--- src/rtl/gseq_pkg.sv ---
package gseq_pkg;

  typedef enum logic [1:0] {
    LVL_LOW     = 2'b00,
    LVL_HIGH    = 2'b01,
    LVL_MID     = 2'b10,
    LVL_MID_ALT = 2'b11
  } pwmLevel_e;

  // strobes from control to the gate datapath
  typedef struct packed {
    logic driveHigh;
    logic driveLow;
  } gateReq_t;

  localparam int NUM_GATES = 2;
  localparam int GATE_LOW  = 0;
  localparam int GATE_HIGH = 1;

endpackage

--- src/rtl/gseq_ctrl.sv ---
module gseq_ctrl
  import gseq_pkg::*;
#(
  parameter int HOLD_CYC = 3
) (
  input  logic       clk,
  input  logic       rstN,
  input  logic [1:0] pwmLevel,
  input  logic       lowGateEn,
  input  logic       powerGood,
  input  logic       highInhibit,
  output gateReq_t   req
);

  localparam int HW = $clog2(HOLD_CYC + 1);
  localparam logic [HW-1:0] HOLD_SAT  = HW'(HOLD_CYC);
  localparam logic [HW-1:0] HOLD_LAST = HW'(HOLD_CYC - 1);

  logic [HW-1:0] midRun;
  logic          heldHigh;
  logic          isMid;
  logic          midExpired;
  logic          cmdHigh;

  always_comb begin
    isMid      = pwmLevel[1];
    midExpired = isMid && (midRun >= HOLD_LAST);
    cmdHigh    = isMid ? heldHigh : (pwmLevel_e'(pwmLevel) == LVL_HIGH);
    req.driveHigh = powerGood && !midExpired && cmdHigh && !highInhibit;
    req.driveLow  = powerGood && !midExpired && !cmdHigh && lowGateEn;
  end

  always_ff @(posedge clk) begin
    if (!rstN) begin
      midRun   <= '0;
      heldHigh <= 1'b0;
    end else if (isMid) begin
      midRun <= (midRun == HOLD_SAT) ? midRun : midRun + 1'b1;
    end else begin
      midRun   <= '0;
      heldHigh <= cmdHigh;
    end
  end

endmodule

--- src/rtl/gseq_lane.sv ---
module gseq_lane #(
  parameter int DEAD_CYC = 1
) (
  input  logic clk,
  input  logic rstN,
  input  logic want,
  input  logic otherOn,
  output logic gateOn
);

  localparam int CW = $clog2(DEAD_CYC + 1);
  localparam logic [CW-1:0] DEAD_SAT  = CW'(DEAD_CYC);
  localparam logic [CW-1:0] DEAD_LAST = CW'(DEAD_CYC - 1);

  logic [CW-1:0] otherOffRun;
  logic          mayRise;

  assign mayRise = !otherOn && (otherOffRun >= DEAD_LAST);

  always_ff @(posedge clk) begin
    if (!rstN) begin
      otherOffRun <= '0;
      gateOn      <= 1'b0;
    end else begin
      otherOffRun <= otherOn ? '0 :
                     ((otherOffRun == DEAD_SAT) ? otherOffRun : otherOffRun + 1'b1);
      gateOn      <= want && (gateOn || mayRise);
    end
  end

endmodule

--- src/rtl/gseq_datapath.sv ---
module gseq_datapath
  import gseq_pkg::*;
#(
  parameter int DEAD_CYC = 1
) (
  input  logic     clk,
  input  logic     rstN,
  input  gateReq_t req,
  output logic     gateHigh,
  output logic     gateLow
);

  logic [NUM_GATES-1:0] wantVec;
  logic [NUM_GATES-1:0] gateVec;

  assign wantVec[GATE_HIGH] = req.driveHigh;
  assign wantVec[GATE_LOW]  = req.driveLow;

  for (genvar g = 0; g < NUM_GATES; g++) begin : g_lane
    gseq_lane #(.DEAD_CYC(DEAD_CYC)) i_lane (
      .clk    (clk),
      .rstN   (rstN),
      .want   (wantVec[g]),
      .otherOn(gateVec[NUM_GATES-1-g]),
      .gateOn (gateVec[g])
    );
  end

  assign gateHigh = gateVec[GATE_HIGH];
  assign gateLow  = gateVec[GATE_LOW];

endmodule

--- src/rtl/tristate_gate_sequencer.sv ---
module tristate_gate_sequencer
  import gseq_pkg::*;
#(
  parameter int HOLD_CYC = 3,
  parameter int DEAD_CYC = 1
) (
  input  logic       clk,
  input  logic       rstN,
  input  logic [1:0] pwmLevel,
  input  logic       lowGateEn,
  input  logic       powerGood,
  input  logic       highInhibit,
  output logic       gateHigh,
  output logic       gateLow
);

  gateReq_t req;

  gseq_ctrl #(.HOLD_CYC(HOLD_CYC)) i_ctrl (
    .clk        (clk),
    .rstN       (rstN),
    .pwmLevel   (pwmLevel),
    .lowGateEn  (lowGateEn),
    .powerGood  (powerGood),
    .highInhibit(highInhibit),
    .req        (req)
  );

  gseq_datapath #(.DEAD_CYC(DEAD_CYC)) i_dp (
    .clk     (clk),
    .rstN    (rstN),
    .req     (req),
    .gateHigh(gateHigh),
    .gateLow (gateLow)
  );

endmodule

--- config.mk ---
export PLATFORM = sky130hd
export DESIGN_NAME = tristate_gate_sequencer
export DESIGN_NICKNAME = d
export VERILOG_FILES = /design/src/rtl/gseq_pkg.sv /design/src/rtl/gseq_ctrl.sv /design/src/rtl/gseq_lane.sv /design/src/rtl/gseq_datapath.sv /design/src/rtl/tristate_gate_sequencer.sv
export SDC_FILE = /design/constraint.sdc
export NUM_CORES = 1
export LEC_CHECK = 0
export BUFFER_PORTS_ARGS = -buffer_cell sky130_fd_sc_hd__buf_4
export CORE_AREA = 2 2 39 41
export DETAILED_ROUTE_END_ITERATION = 12
export DIE_AREA = 0 0 41 43
export HOLD_SLACK_MARGIN = 0.08
export PLACE_DENSITY = 0.35
export SLEW_MARGIN = 20
export SYNTH_ARGS = -nofsm -noshare
export SYNTH_HDL_FRONTEND = slang
export SYNTH_SLANG_ARGS = --single-unit
--- constraint.sdc ---
create_clock -name clk -period 3 [get_ports clk]
set_clock_uncertainty 0.05 [all_clocks]
set_input_delay 0.6 -clock clk [delete_from_list [all_inputs] [get_ports clk]]
set_output_delay 0.6 -clock clk [all_outputs]
set_load 0.005 [all_outputs]
==> results of run 1 <==
## state kept, by name, indices dropped and copies added, names as in the netlist
name and flops:
i_dp.g_lane.i_lane.gateOn 2, i_ctrl.midRun 2, i_ctrl.heldHigh 1
## final timing paths
kind,end,cells past startpoint,slack (ns)
min reg2reg,i_dp.g_lane[1].i_lane.gateOn,1,0.43
min,i_dp.g_lane[1].i_lane.gateOn,1,0.43
max,gateLow,1,1.63
max reg2reg,i_dp.g_lane[1].i_lane.gateOn,5,1.74
## metrics by stage
stage          area, µm²  total power, mW
6_report             329            0.166
3_5_place_dp         303           0.0919
5_1_grt              329            0.178
2_1_floorplan        223           0.0817
3_3_place_gp         303           0.0916
4_1_cts              329            0.171
## metal layers
layer / routed length (µm) / vias to the layer above / global-route usage
met4: 0 / 0 / 0.0800
met5: 0 / - / 0
met1: 168 / 83 / 0.0484
met2: 193 / 9 / 0.0750
met3: 60 / 0 / 0.0628
li1: - / 100 / -
## logic make-up after synthesis
family                     after synthesis
and+or+nand+nor                          7
adders and majority gates                2
DFF                                      5
xor gates and xnor gates                 1
AOI/OAI and AO/OA                        4
buffers and inverters                    3
muxes                                    1
## synth_stat cells, drive strengths merged
master / instances / share of area
a21oi: 1 / 0.022
mux2: 1 / 0.067
dfxtp: 5 / 0.45
o211ai: 1 / 0.034
o21ai: 1 / 0.022
nor3: 1 / 0.022
xor2: 1 / 0.039
inv: 3 / 0.051
nor2: 3 / 0.051
a2111oi: 1 / 0.067
ha: 2 / 0.11
nand2: 3 / 0.062
## cell type report
cell class                      instances  area [µm²]  share of cell area
Multi-Input combinational cell         15         111               0.338
Sequential cell                         5         100               0.304
Timing Repair Buffer                    8        60.1               0.183
Clock buffer                            4        26.3              0.0798
Tap cell                               16        20.0              0.0608
Inverter                                3        11.3              0.0342
## report_power, final
part           internal, mW  leakage [nW]  switching [mW]
Clock                0.0502        0.0150          0.0255
Combinational        0.0110         0.104         0.00755
Sequential           0.0697        0.0409         0.00203
==> run summary, run 1 <==
Seq/Total Area, Yosys: 0.449
router iterations before antenna repair: 1
buffers added on ports: 8
# Max-Cap Violations: 0
GRT overflow: 0
core area: 0.00138 mm²
Skew-Pair Late Insertion Delay: 0.24 ns
fin. max-slew vios: 0
Vias/cell: 3.76
pin count of the biggest net entering global routing: 5
Peak VDD IR: 0.0781 mV
placed instance count: 47
most frequent cells in the layout: 8 x buf_4, 5 x dfxtp_1, 3 x inv_1, 3 x nor2_1, 3 x clkbuf_4
RD Place Congestion: 0.537
DIE WIDTH: 41 µm
final core occ: 0.238
RSZ-0062 raised after global routing: false
Worst-path clk slew: 0.04 ns
cts hold-fix bufs: 0
CP peak stage delay: 0.36 ns
final setup margin: 1.63 ns
CP cell instances: buf_4
Fillers: 152
CTS tree: yes
layout cells sized above 1: 0.400
PostCTS Resize Cnt: 0
clock root buffer: clkbuf_4
vias in the first global route: 180
# nets final: 45
Layout Cells excl Fill: 51
Synth Area in Compound Gates: 0.146
crit path max fanout: 3
row cnt: 14
Setup Buffers After CTS: 0
post-synth net total: 32
pre-CTS worst setup slack: 1.67 ns
Post-DRT Antenna Nets: 0
height of the die: 43 µm
number of synthesized register bits: 5
most common cell after layout, fill and taps aside: buf_4
post-synthesis mux area share: 0.0674
GRT Total Usage: 0.0633
largest family of logic cells by synthesized area: compound AO/OA/AOI/OAI gates
CP Data Required Time: 2.35 ns
Iteration-0 DRC Markers: 0
final hold violations: 0
Worst Path Arrival: 0.72 ns
Ys Warns: 0
wire per inst: 8.25 µm
Tmin final: 1.37 ns
worst relative slew slack: 0.840
setup violators final: 0
syn avg cell area: 9.68 µm²
CP startpoint kind: register
# clock sinks: 5
initial antenna violation count: 0
worst slew pin tran: 0.239 ns
effective utilization at floorplan: 0.161
crit-path leading delay family: flip-flops
post-synth cell types: 13
H-tree Lvls: 1
status: completed
crit share post-route: 0.457
Antenna diodes: 0
hold slack: 0.434 ns
top-level port count: 9
hold_sp: i_dp.g_lane[0].i_lane.gateOn
CTS Buf Count: 3
Reg-to-Reg Start: i_ctrl.midRun[0]
simple-gate area share of the yosys netlist: 0.135
wirelength, routed: 421 µm
critical path's slowest cell: dfxtp_1
leakage power: 0.160 nW
Worst Setup SP: i_dp.g_lane[0].i_lane.gateOn
DR vias: 192
Fmax achieved: 729 MHz
CTS Buffer Depth: 2
xor/xnor cell area share of the yosys netlist: 0.0393
Post-Syn Instances: 23
synthesized area: 223 µm²
post-synthesis adder-cell area fraction: 0.112
first-pass GRT wire length: 614 µm
Post-route DRC: 0
Crit. End Element: output pin
power per cell area: 504 mW/mm²
Crit Path Category: reg2out
DIE AREA: 0.00176 mm²
Layout area overhead: 47.8%
Worst Path Buf+Inv: 1
Worst Hold Class: reg2reg
setup TNS: 0 ns
Power figures use the tool's default switching activity.
==> inputs of run 2 (changes only) <==
--- a/config.mk
+++ b/config.mk
@@ -5,12 +5,13 @@
 export SDC_FILE = /design/constraint.sdc
 export NUM_CORES = 1
 export LEC_CHECK = 0
+export ABC_AREA = 1
 export BUFFER_PORTS_ARGS = -buffer_cell sky130_fd_sc_hd__buf_4
 export CORE_AREA = 2 2 39 41
 export DETAILED_ROUTE_END_ITERATION = 12
 export DIE_AREA = 0 0 41 43
 export HOLD_SLACK_MARGIN = 0.08
-export PLACE_DENSITY = 0.35
+export PLACE_DENSITY = 0.38
 export SLEW_MARGIN = 20
 export SYNTH_ARGS = -nofsm -noshare
 export SYNTH_HDL_FRONTEND = slang
==> constraint.sdc (replaced) <==
create_clock -name clk -period 1.43 [get_ports clk]
set_clock_uncertainty 0.05 [all_clocks]
set_input_delay 0.286 -clock clk [delete_from_list [all_inputs] [get_ports clk]]
set_output_delay 0.286 -clock clk [all_outputs]
set_load 0.005 [all_outputs]
==> run 2 against run 1 <==
Net effect: utilization increased by 2.3 points; first-iteration DRC count rose by 7; synthesized area grew 14%; flip-flop and latch count unchanged; clock-buffer cell count is the same; synthesized cell count increased by 65%; die area did not move; global-route usage grew 0.30 points; cell area grew 9.5%; non-clock buffer count stayed put; power is 110% higher; critical path depth unchanged; critical path type unchanged; largest cell class unchanged; largest power group unchanged; highest routed layer unchanged.
==> run summary, run 2 <==
status: completed (unchanged)
Post-route DRC: 0 (unchanged)
height of the die: 43 µm (unchanged)
# clock sinks: 5 (unchanged)
worst slew pin tran: 0.151 ns (was 0.239 ns)
CP Data Required Time: 1.09 ns (was 2.35 ns)
Post-DRT Antenna Nets: 0 (unchanged)
Sw Share: 0.221 (was 0.211)
crit share post-route: 0.736
critical path's slowest cell: dfxtp_1 (unchanged)
Skew-Pair Late Insertion Delay: 0.24 ns (about the same)
CP cell instances: buf_4 (unchanged)
buffers added on ports: 8 (unchanged)
wire per inst: 6.98 µm (was 8.25 µm)
Ys Warns: 0 (unchanged)
RSZ-0062 raised after global routing: false (unchanged)
CTS Buffer Depth: 2 (unchanged)
Crit. End Element: output pin (unchanged)
Worst Path Buf+Inv: 1 (unchanged)
CP startpoint kind: register (unchanged)
Worst Path Arrival: 0.72 ns (about the same)
Async S/R FF share, synth: 0 (unchanged)
Seq/Total Area, Yosys: 0.394 (was 0.449)
GRT overflow: 0 (unchanged)
row cnt: 14 (unchanged)
Fillers: 155 (was 152)
post-synth cell types: 9 (was 13)
Area contributors post-synth: dfxtp_1 39%, nand2_1 16%, inv_1 10% (was dfxtp_1 45%, ha_1 11%, a2111oi_2 6.7%)
# nets final: 60 (was 45)
Peak VDD IR: 0.310 mV (was 0.0781 mV)
leakage power: 0.191 nW (was 0.160 nW)
Main synth FF type: dfxtp_1 (unchanged)
RD Place Congestion: 0.583 (was 0.537)
largest registers: i_ctrl.midRun: 2 flops, i_dp.g_lane.i_lane.gateOn: 2 flops, i_ctrl.heldHigh: 1 flops (unchanged)
pin count of the biggest net entering global routing: 7 (was 5)
DIE WIDTH: 41 µm (unchanged)
P_sw: 0.0780 mW (was 0.0351 mW)
wirelength, routed: 461 µm (was 421 µm)
CTS tree: yes (unchanged)
initial antenna violation count: 0 (unchanged)
Crit Path Category: reg2out (unchanged)
Reg power frac: 0.427 (was 0.432)
Worst-path clk slew: 0.04 ns (about the same)
cell taking the most area after synthesis: dfxtp_1 (unchanged)
syn avg cell area: 6.68 µm² (was 9.68 µm²)
effective utilization at floorplan: 0.184 (was 0.161)
final hold violations: 0 (unchanged)
H-tree Lvls: 1 (unchanged)
most common cell after layout, fill and taps aside: nand2_1 (was buf_4)
router iterations before antenna repair: 3 (was 1)
number of synthesized register bits: 5 (unchanged)
Post-synth top cells: 11 x nand2_1, 7 x inv_1, 7 x nor2_1 (was 5 x dfxtp_1, 3 x inv_1, 3 x nor2_1)
Layout area overhead: 41.9% (was 47.8%)
Combinational Power Share: 0.122 (was 0.112)
Clk network pwr share: 0.451 (was 0.456)
top-area cell type share of the netlist area: 0.394 (was 0.449)
most frequent cells in the layout: 11 x nand2_1, 8 x buf_4, 7 x inv_1, 7 x nor2_1, 5 x dfxtp_1 (was 8 x buf_4, 5 x dfxtp_1, 3 x inv_1, 3 x nor2_1, 3 x clkbuf_4)
worst relative slew slack: 0.898 (was 0.840)
top-level port count: 9 (unchanged)
Worst Hold Class: in2reg (was reg2reg)
synthesized area: 254 µm² (was 223 µm²)
Vias/cell: 3.55 (was 3.76)
setup TNS: 0 ns (unchanged)
PostCTS Resize Cnt: 0 (unchanged)
post-synth net total: 47 (was 32)
cts hold-fix bufs: 0 (unchanged)
vias in the first global route: 181 (was 180)
first-pass GRT wire length: 669 µm (was 614 µm)
setup violators final: 0 (unchanged)
power per cell area: 979 mW/mm² (was 504 mW/mm²)
CP peak stage delay: 0.35 ns (was 0.36 ns)
Setup Buffers After CTS: 0 (unchanged)
GRT Total Usage: 0.0663 (was 0.0633)
Iteration-0 DRC Markers: 7 (was 0)
Antenna diodes: 0 (unchanged)
Internal: 0.275 mW (was 0.131 mW)
DIE AREA: 0.00176 mm² (unchanged)
crit-path leading delay family: flip-flops (unchanged)
# Max-Cap Violations: 0 (unchanged)
Pwr Total: 0.353 mW (was 0.166 mW)
Tmin final: 1.05 ns
crit path max fanout: 3 (unchanged)
final core occ: 0.260 (was 0.238)
core area: 0.00138 mm² (unchanged)
layout cells sized above 1: 0.240 (was 0.400)
most numerous cell in the Yosys netlist: nand2_1 (was dfxtp_1)
clock root buffer: clkbuf_4 (unchanged)
CTS Buf Count: 3 (unchanged)
Post-synth EDFFs: 0 (unchanged)
DR vias: 234 (was 192)
Fmax achieved: 950 MHz
Post-Syn Instances: 38 (was 23)
fin. max-slew vios: 0 (unchanged)
==> run 2: power by group through the flow <==
stage | clock [mW] | combinational (mW) | sequential [mW]
after CTS | 0.170 | 0.0440 | 0.151
after global routing | 0.184 | 0.0489 | 0.152
final | 0.159 | 0.0431 | 0.151
after floorplan | 0 | 0.0224 | 0.153
after global placement | 0 | 0.0445 | 0.153
after detailed placement | 0 | 0.0437 | 0.153
==> run 2: layer usage <==
metal | part of all wire | vias to the layer above | global-route usage
met2 | 0.41 | 9 | 0.0688
li1 | - | 139 | -
met1 | 0.45 | 86 | 0.0742
met4 | 0 | 0 | 0.0800
met5 | 0 | - | 0
met3 | 0.13 | 0 | 0.0471
==> run 2: tightest hold or removal path: stages <==
cell    delay [ns]
buf_4         0.12
inv_1         0.04
nor2_1        0.03
==> run 2: cells by family after synthesis <==
family	count (synthesis)	share of synthesized area
AOI/OAI and AO/OA	5	0.113
adders and majority gates	2	0.0985
buffers and inverters	7	0.103
DFF	5	0.394
and+or+nand+nor	19	0.291
==> run 2: path summary, 6_finish.rpt <==
| kind | from | end | slack (ns) | depth (start not counted) |
|---|---|---|---|---|
| max | i_dp.g_lane[1].i_lane.gateOn | gateHigh | 0.38 | 1 |
| min | rstN | i_ctrl.heldHigh | 0.25 | 3 |
| max reg2reg | i_ctrl.midRun[0] | i_dp.g_lane[1].i_lane.gateOn | 0.41 | 5 |
| min reg2reg | i_ctrl.midRun[0] | i_ctrl.midRun[0] | 0.44 | 2 |
==> run 2: layout make-up <==
cell class                 instances  area, µm²  area share
multi-input combinational         26        128       0.354
sequential                         5        100       0.278
timing repair buffer               8       60.1       0.167
clock buffer                       4       26.3      0.0729
inverter                           7       26.3      0.0729
tap                               16       20.0      0.0556
==> run 2: stage by stage <==
stage	setup WS, ns	std cells	area (µm²)	hold WS, ns
floorplan	0.452	38	254	0.348
detailed placement	0.410	62	334	0.438
CTS	0.364	66	360	0.247
global route	0.274	66	360	0.257
global placement	0.408	62	334	0.432
finish	0.378	66	360	0.250
